`config.mk`:
```
export PLATFORM = sky130hd
export DESIGN_NAME = elog_hdr_queue
export DESIGN_NICKNAME = d
export VERILOG_FILES = /design/src/rtl/elog_pkg.sv /design/src/rtl/elog_queue.sv /design/src/rtl/elog_regs.sv /design/src/rtl/elog_hdr_queue.sv
export SDC_FILE = /design/constraint.sdc
export NUM_CORES = 2
export LEC_CHECK = 0
export BUFFER_PORTS_ARGS = -buffer_cell sky130_fd_sc_hd__buf_2
export CAP_MARGIN = 0
export CORE_MARGIN = 4
export CORE_UTILIZATION = 60
export CTS_BUF_LIST = sky130_fd_sc_hd__clkbuf_8
export DETAILED_ROUTE_END_ITERATION = 12
export GPL_TIMING_DRIVEN = 0
export PLACE_DENSITY = 0.86
export SLEW_MARGIN = 20
export SYNTH_ARGS = -nofsm -noshare
export SYNTH_HDL_FRONTEND = slang
export SYNTH_HIERARCHICAL = 1
export SYNTH_SLANG_ARGS = --single-unit
```
`constraint.sdc`:
```
create_clock -name clk -period 11.5 [get_ports clk]
set_input_delay 0.575 -clock clk [delete_from_list [all_inputs] [get_ports clk]]
set_output_delay 0.575 -clock clk [all_outputs]
set_load 0.02 [all_outputs]
```
`src/rtl/elog_pkg.sv`:
```
// Shared widths, record type and helpers for the error header log queue.
// Assumes 32-bit dwords and a four-dword header and prefix.
package elog_pkg;
    parameter int unsigned STAT_W = 32;
    parameter int unsigned IDX_W  = $clog2(STAT_W);
    parameter int unsigned DW     = 32;
    parameter int unsigned NDW    = 4;
    parameter int unsigned LOG_W  = DW * NDW;
    parameter int unsigned NBYTE  = DW / 8;

    typedef struct packed {
        logic [IDX_W-1:0] idx;
        logic             hdr_vld;
        logic             pfx_flag;
        logic [LOG_W-1:0] hdr;
        logic [LOG_W-1:0] pfx;
    } elog_rec_t;

    // Index of the lowest set bit (zero when no bit is set).
    function automatic logic [IDX_W-1:0] low_bit_idx(input logic [STAT_W-1:0] v);
        logic [IDX_W-1:0] r;
        r = '0;
        for (int i = STAT_W - 1; i >= 0; i--) begin
            if (v[i]) r = IDX_W'(i);
        end
        return r;
    endfunction

    // Reverse the byte order inside every dword of a log word.
    function automatic logic [LOG_W-1:0] swap_dwords(input logic [LOG_W-1:0] v);
        logic [LOG_W-1:0] r;
        for (int d = 0; d < int'(NDW); d++) begin
            for (int b = 0; b < int'(NBYTE); b++) begin
                r[d*DW + b*8 +: 8] = v[d*DW + (NBYTE-1-b)*8 +: 8];
            end
        end
        return r;
    endfunction
endpackage

```
`src/rtl/elog_queue.sv`:
```
// Pending-record FIFO built as a shift register: the head is always slot 0.
// Assumes push and pop never coincide and push is never asked when full.
module elog_queue
    import elog_pkg::*;
#(
    parameter int unsigned DEPTH = 4
)(
    input  logic              clk,
    input  logic              rst_n,
    input  logic              push,
    input  elog_rec_t         push_rec,
    input  logic              pop,
    input  logic              flush,
    output elog_rec_t         head_rec,
    output logic              full,
    output logic              empty,
    output logic [STAT_W-1:0] pending_mask
);
    localparam int unsigned CW = $clog2(DEPTH + 1);

    elog_rec_t       slot [DEPTH];
    logic [CW-1:0]   count;

    // Occupancy: flush wins, then push or pop.
    always_ff @(posedge clk) begin
        if (!rst_n)     count <= '0;
        else if (flush) count <= '0;
        else if (push)  count <= count + CW'(1);
        else if (pop)   count <= count - CW'(1);
    end

    // Slot data: write at the tail, shift towards the head on pop.
    for (genvar g = 0; g < int'(DEPTH); g++) begin : g_slot
        if (g < int'(DEPTH) - 1) begin : g_mid
            always_ff @(posedge clk) begin
                if (push && count == CW'(g)) slot[g] <= push_rec;
                else if (pop)                slot[g] <= slot[g+1];
            end
        end else begin : g_last
            always_ff @(posedge clk) begin
                if (push && count == CW'(g)) slot[g] <= push_rec;
            end
        end
    end

    assign head_rec = slot[0];
    assign full     = (count == CW'(DEPTH));
    assign empty    = (count == '0);

    // Status bits of every occupied slot.
    always_comb begin
        pending_mask = '0;
        for (int i = 0; i < int'(DEPTH); i++) begin
            if (CW'(i) < count) pending_mask[slot[i].idx] = 1'b1;
        end
    end

    a_r12_count_bound: assert property (@(posedge clk) disable iff (!rst_n)
        count <= CW'(DEPTH));
    a_r3_no_push_when_full: assert property (@(posedge clk) disable iff (!rst_n)
        push |-> !full);
    a_r4_first_in_is_head: assert property (@(posedge clk) disable iff (!rst_n)
        (push && empty && !flush) |=> head_rec == $past(push_rec));
endmodule

```
`src/rtl/elog_regs.sv`:
```
// Log register set: first-error pointer, header log, prefix log, prefix flag.
// Assumes load and clear are never raised together; load wins if they are.
module elog_regs
    import elog_pkg::*;
(
    input  logic             clk,
    input  logic             rst_n,
    input  logic             load,
    input  elog_rec_t        ld_rec,
    input  logic             pfx_support_en,
    input  logic             clear,
    output logic [IDX_W-1:0] fep,
    output logic [LOG_W-1:0] hdr_log,
    output logic [LOG_W-1:0] pfx_log,
    output logic             pfx_present
);
    // Load a record or wipe the log.
    always_ff @(posedge clk) begin
        if (!rst_n || (clear && !load)) begin
            fep         <= '0;
            hdr_log     <= '0;
            pfx_log     <= '0;
            pfx_present <= 1'b0;
        end else if (load) begin
            fep     <= ld_rec.idx;
            hdr_log <= ld_rec.hdr_vld ? swap_dwords(ld_rec.hdr) : '0;
            if (ld_rec.pfx_flag && pfx_support_en) begin
                pfx_log     <= swap_dwords(ld_rec.pfx);
                pfx_present <= 1'b1;
            end else begin
                pfx_log     <= '0;
                pfx_present <= 1'b0;
            end
        end
    end

    a_r8_clear_wipes: assert property (@(posedge clk) disable iff (!rst_n)
        (clear && !load) |=> (fep == '0 && hdr_log == '0 && pfx_log == '0 && !pfx_present));
    a_r6_absent_prefix_zero: assert property (@(posedge clk) disable iff (!rst_n)
        !pfx_present |-> pfx_log == '0);
endmodule

```
`src/rtl/elog_hdr_queue.sv`:
```
// Top: decides per request whether to log or queue, and per status write
// whether to advance, wipe, reassert or flush.
// Assumes rec_valid and sw_wr are exclusive, rec_status is one-hot, and
// uncor_status already reflects a write in the cycle of sw_wr.
module elog_hdr_queue
    import elog_pkg::*;
#(
    parameter int unsigned QDEPTH = 4
)(
    input  logic              clk,
    input  logic              rst_n,
    input  logic              rec_valid,
    input  logic [STAT_W-1:0] rec_status,
    input  logic [LOG_W-1:0]  rec_header,
    input  logic [LOG_W-1:0]  rec_prefix,
    input  logic              rec_hdr_vld,
    input  logic              rec_pfx_flag,
    input  logic              sw_wr,
    input  logic [STAT_W-1:0] uncor_status,
    input  logic              mhr_en,
    input  logic              pfx_support_en,
    output logic [IDX_W-1:0]  first_err_ptr,
    output logic [LOG_W-1:0]  hdr_log,
    output logic [LOG_W-1:0]  pfx_log,
    output logic              pfx_present,
    output logic              log_overflow,
    output logic              reassert_vld,
    output logic [STAT_W-1:0] reassert_mask,
    output logic              mhr_capable
);
    localparam bit HAS_Q = (QDEPTH > 0);

    elog_rec_t         in_rec, head_rec, ld_rec;
    logic              mhr_on, ptr_bit, q_full, q_empty;
    logic              queue_it, push, pop, flush, load_new, clr_first, clear_log, reassert_now;
    logic [STAT_W-1:0] pend_mask;

    // Incoming record as stored and loaded.
    always_comb begin
        in_rec.idx      = low_bit_idx(rec_status);
        in_rec.hdr_vld  = rec_hdr_vld;
        in_rec.pfx_flag = rec_pfx_flag;
        in_rec.hdr      = rec_header;
        in_rec.pfx      = rec_prefix;
    end

    // Request and write decisions.
    always_comb begin
        mhr_on       = mhr_en && HAS_Q;
        ptr_bit      = uncor_status[first_err_ptr];
        queue_it     = rec_valid && mhr_on && ptr_bit;
        push         = queue_it && !q_full;
        load_new     = rec_valid && !queue_it;
        clr_first    = sw_wr && !ptr_bit;
        pop          = clr_first && mhr_on && !q_empty;
        clear_log    = clr_first && !pop;
        flush        = sw_wr && ptr_bit && !mhr_on;
        reassert_now = sw_wr && mhr_on && !q_empty;
        ld_rec       = load_new ? in_rec : head_rec;
    end

    if (HAS_Q) begin : g_queue
        elog_queue #(.DEPTH(QDEPTH)) u_queue (
            .clk(clk), .rst_n(rst_n), .push(push), .push_rec(in_rec),
            .pop(pop), .flush(flush), .head_rec(head_rec), .full(q_full),
            .empty(q_empty), .pending_mask(pend_mask)
        );
    end else begin : g_noqueue
        assign head_rec  = '0;
        assign q_full    = 1'b1;
        assign q_empty   = 1'b1;
        assign pend_mask = '0;
    end

    elog_regs u_regs (
        .clk(clk), .rst_n(rst_n), .load(load_new || pop), .ld_rec(ld_rec),
        .pfx_support_en(pfx_support_en), .clear(clear_log),
        .fep(first_err_ptr), .hdr_log(hdr_log), .pfx_log(pfx_log),
        .pfx_present(pfx_present)
    );

    // Registered pulses for overflow and status reassertion.
    always_ff @(posedge clk) begin
        if (!rst_n) begin
            log_overflow  <= 1'b0;
            reassert_vld  <= 1'b0;
            reassert_mask <= '0;
        end else begin
            log_overflow  <= queue_it && q_full;
            reassert_vld  <= reassert_now;
            reassert_mask <= reassert_now ? pend_mask : '0;
        end
    end

    assign mhr_capable = HAS_Q;

    a_r2_exclusive_ops: assert property (@(posedge clk) disable iff (!rst_n)
        !(rec_valid && sw_wr));
    a_r1_onehot_request: assert property (@(posedge clk) disable iff (!rst_n)
        rec_valid |-> $countones(rec_status) == 1);
    a_r3_overflow_cause: assert property (@(posedge clk) disable iff (!rst_n)
        log_overflow |-> $past(rec_valid && mhr_en));
    a_r7_reassert_nonempty: assert property (@(posedge clk) disable iff (!rst_n)
        reassert_vld |-> reassert_mask != '0);
    a_r9_reassert_needs_write: assert property (@(posedge clk) disable iff (!rst_n)
        reassert_vld |-> $past(sw_wr && mhr_en));
endmodule

```
==> out/results.tsv <==
stage	metric	value	unit
grt	overflow	0	
cells_and_area	finish.utilization	72.9	%
clock_network	clock_latency	0.92	ns
synthesis	ys_top_cells_by_area	edfxtp_1, mux2_2, dfxtp_1	
routing	wirelength	172	mm
synthesis	synthTopCellsByCount	edfxtp_1, mux2_2, dfxtp_1	
worst_setup_path	critPathKind	flip-flop to flip-flop	
min_path	worstHoldPathType	input port to flip-flop	
routing	wl_per_cell	26.2	um
timing	slew_headroom	18.6	%
job	cap_viol_max_count	0	
timing	hold_viol_final	0	
synthesis	synthDistinctLibCells	60	
routing	drc_errors	0	
pwr	leakage	27.5	nW
floorplan	initial_utilization	60.6	%
grt	grt_pass1_vias	41000	
timing	clock.fmax	206	MHz
timing	finalSetupViolCount	0	
grt	grt_use_total	31.1	%
clock_network	htreeDepth	4	
timing	fin_skew	0.0575	ns
synthesis	yosysWarnings	6	
synthesis	synth_fp_nets	4190	
grt	antenna_found_initial	36	
worst_setup_path	critPathArrivalTime	5.42	ns
cells_and_area	drive_gt1_share	46.1	%
clock_network	clkTransAtPathRegs	0.07	ns
placed_design	portBuffers	622	
clock_network	cts_buffers	210	
grt	grt_max_degree	53	
synthesis	synth_flop_cell	edfxtp_1	
synthesis	seq_area_frac_synth	61.8	%
synthesis	synth_top_area_share	51.9	%
synthesis	synth_area_leader_cell	edfxtp_1	
pwr	power_density	156	nW/um^2
synthesis	async_reset_ff_share	0	%
worst_setup_path	end_kind	flip-flop	
timing	fin_crit	4.86	ns
grt	grt_pass1_wl	252	mm
cells_and_area	synthToLayoutAreaGrowth	20.3	%
cells_and_area	fin_nets	5308	
synthesis	synth-seq-cells	1351	
floorplan	io_pins	625	
placed_design	pre_cts_slack	6.77	ns
placed_design	dp_hpwl	110	mm
routing	initialDrtViolationCount	3857	
worst_setup_path	startpoint_type	flip-flop	
routing	ant_nets	0	
floorplan	die_y	326	um
synthesis	yosysMostFrequentCell	edfxtp_1	
pwr	peakVddDrop	0.112	mV
worst_setup_path	critical_path_required	12.06	ns
clock_network	cts_hold_buf	260	
floorplan	rows	116	
floorplan	die_x	326	um
clock_network	cts-root-buf	clkbuf_8	
timing	tns	0	ns
synthesis	synth-edff-count	1052	
clock_network	clock_path_buffers	3	
timing	finalCritPeriodShare	42.2	%
routing	viasPerCell	6.11	
floorplan	die_area	107000	um^2
synthesis	syn_inst	3857	
clock_network	post_cts_resize_count	0	
clock_network	cts_tree	built	
routing	num_vias	40000	
timing	slew_violations	0	
synthesis	avgSynthCellArea	15.8	um^2
clock_network	clkSinkCount	1351	
timing	timing.hold.ws	0.147	ns
placed_design	place_congestion	0.925	
timing	finalWorstSetupSlack	6.64	ns
synthesis	syn_area	60800	um^2
timing	rsz0062_at_grt	no	
timing	tightest_slew	1.22	ns
routing	dr.pass1.iters	6	
worst_setup_path	cp_max_fo	45	
floorplan	design.core.area	100000	um^2
cells_and_area	n_fill_cell	5927	
status	status	finished, final reports clean	
clock_network	post-cts-setup-buffer-count	0	
-- critical path, cell delays in order (launching register included) --
cell	delay, ns
dfxtp_1	0.53
inv_1	0.18
ha_1	0.29
nor2b_1	0.16
nor3b_1	0.86
clkbuf_1	0.36
nor2b_1	0.17
buf_2	0.22
nand2b_4	0.46
buf_12	0.29
buf_16	0.28
buf_16	0.29
buf_16	0.29
-- per-layer routing --
| layer | up-vias | global-route usage, % | wire [um] |
|---|---|---|---|
| li1 | 17200 | - | - |
| met1 | 20000 | 39.2 | 64800 |
| met2 | 2293 | 51.0 | 82600 |
| met3 | 572 | 7.27 | 15800 |
| met4 | 4 | 14.8 | 8860 |
| met5 | - | 0 | 23 |
-- flip-flops by register name, indices dropped and copies added (netlist names) --
register / count
g_queue.u_queue/slot: 1052
u_regs/hdr_log: 128
u_regs/pfx_log: 128
reassert_mask: 32
u_regs/fep: 5
g_queue.u_queue/count: 3
log_overflow: 1
reassert_vld: 1
u_regs/pfx_present: 1
-- cell families (layout without fill, tap and decap cells) --
family	after synthesis	count (layout)	synth area share (%)
DFF	1351	1351	61.8
AOI/OAI and AO/OA	342	342	5.14
muxes	1073	1073	21.5
buffers and inverters	304	1606	3.67
adders and majority gates	5	5	0.103
xor gates and xnor gates	2	2	0.0288
other	1	43	0.00617
and+or+nand+nor	779	779	7.72
-- power breakdown --
part	leakage (nW)	internal (W)	switching, W
clock network	2.44	0.00205	0.00198
registers	12.0	0.00553	0.0000901
logic	13.1	0.000759	0.00100
total	27.5	0.00834	0.00307
-- cells in the final DEF, fill, tap and decap left out, drive strengths merged, types with 8 or more instances in the layout --
master,instances
a21oi,12
nand4,129
and3,37
edfxtp,1052
buf,858
dlygate4sd3,260
diode,42
a221oi,33
o21ai,19
mux2i,21
clkinv,51
dfxtp,299
clkbuf,316
nand2b,270
nor3,16
nand2,75
mux2,1052
inv,108
nor2,73
nand3,137
nor4,8
nor3b,12
a211oi,259
-- cell type report --
class | count | area [um^2] | share of cell area [%]
sequential | 1351 | 37600 | 51.4
multi-input combinational | 2202 | 21000 | 28.8
timing repair buffer | 906 | 6330 | 8.66
clock buffer | 236 | 3250 | 4.44
buffer | 292 | 2190 | 2.99
tap | 1357 | 1700 | 2.32
clock inverter | 160 | 908 | 1.24
antenna | 42 | 105 | 0.144
inverter | 12 | 45.0 | 0.0616
-- worst paths after layout --
check                                              start                      endpoint  slack, ns  cells past startpoint
worst max register to register  g_queue.u_queue/count[0]  g_queue.u_queue/slot[2][133]       6.64                     12
worst max-delay path            g_queue.u_queue/count[0]  g_queue.u_queue/slot[2][133]       6.64                     12
worst min register to register         u_regs/pfx_log[4]             u_regs/pfx_log[4]       0.48                      2
worst min-delay path                               sw_wr      g_queue.u_queue/count[1]       0.15                      4
-- per-stage QoR --
step | instances | total power (W) | area, um^2
6_report | 6558 | 0.0114 | 73100
5_1_grt | 6548 | 0.0118 | 73100
4_1_cts | 6516 | 0.0114 | 73000
3_5_place_dp | 5860 | 0.00734 | 66300
3_3_place_gp | 5836 | 0.00737 | 65600
2_1_floorplan | 3857 | 0.00684 | 60800
Power figures use the tool's default switching activity.
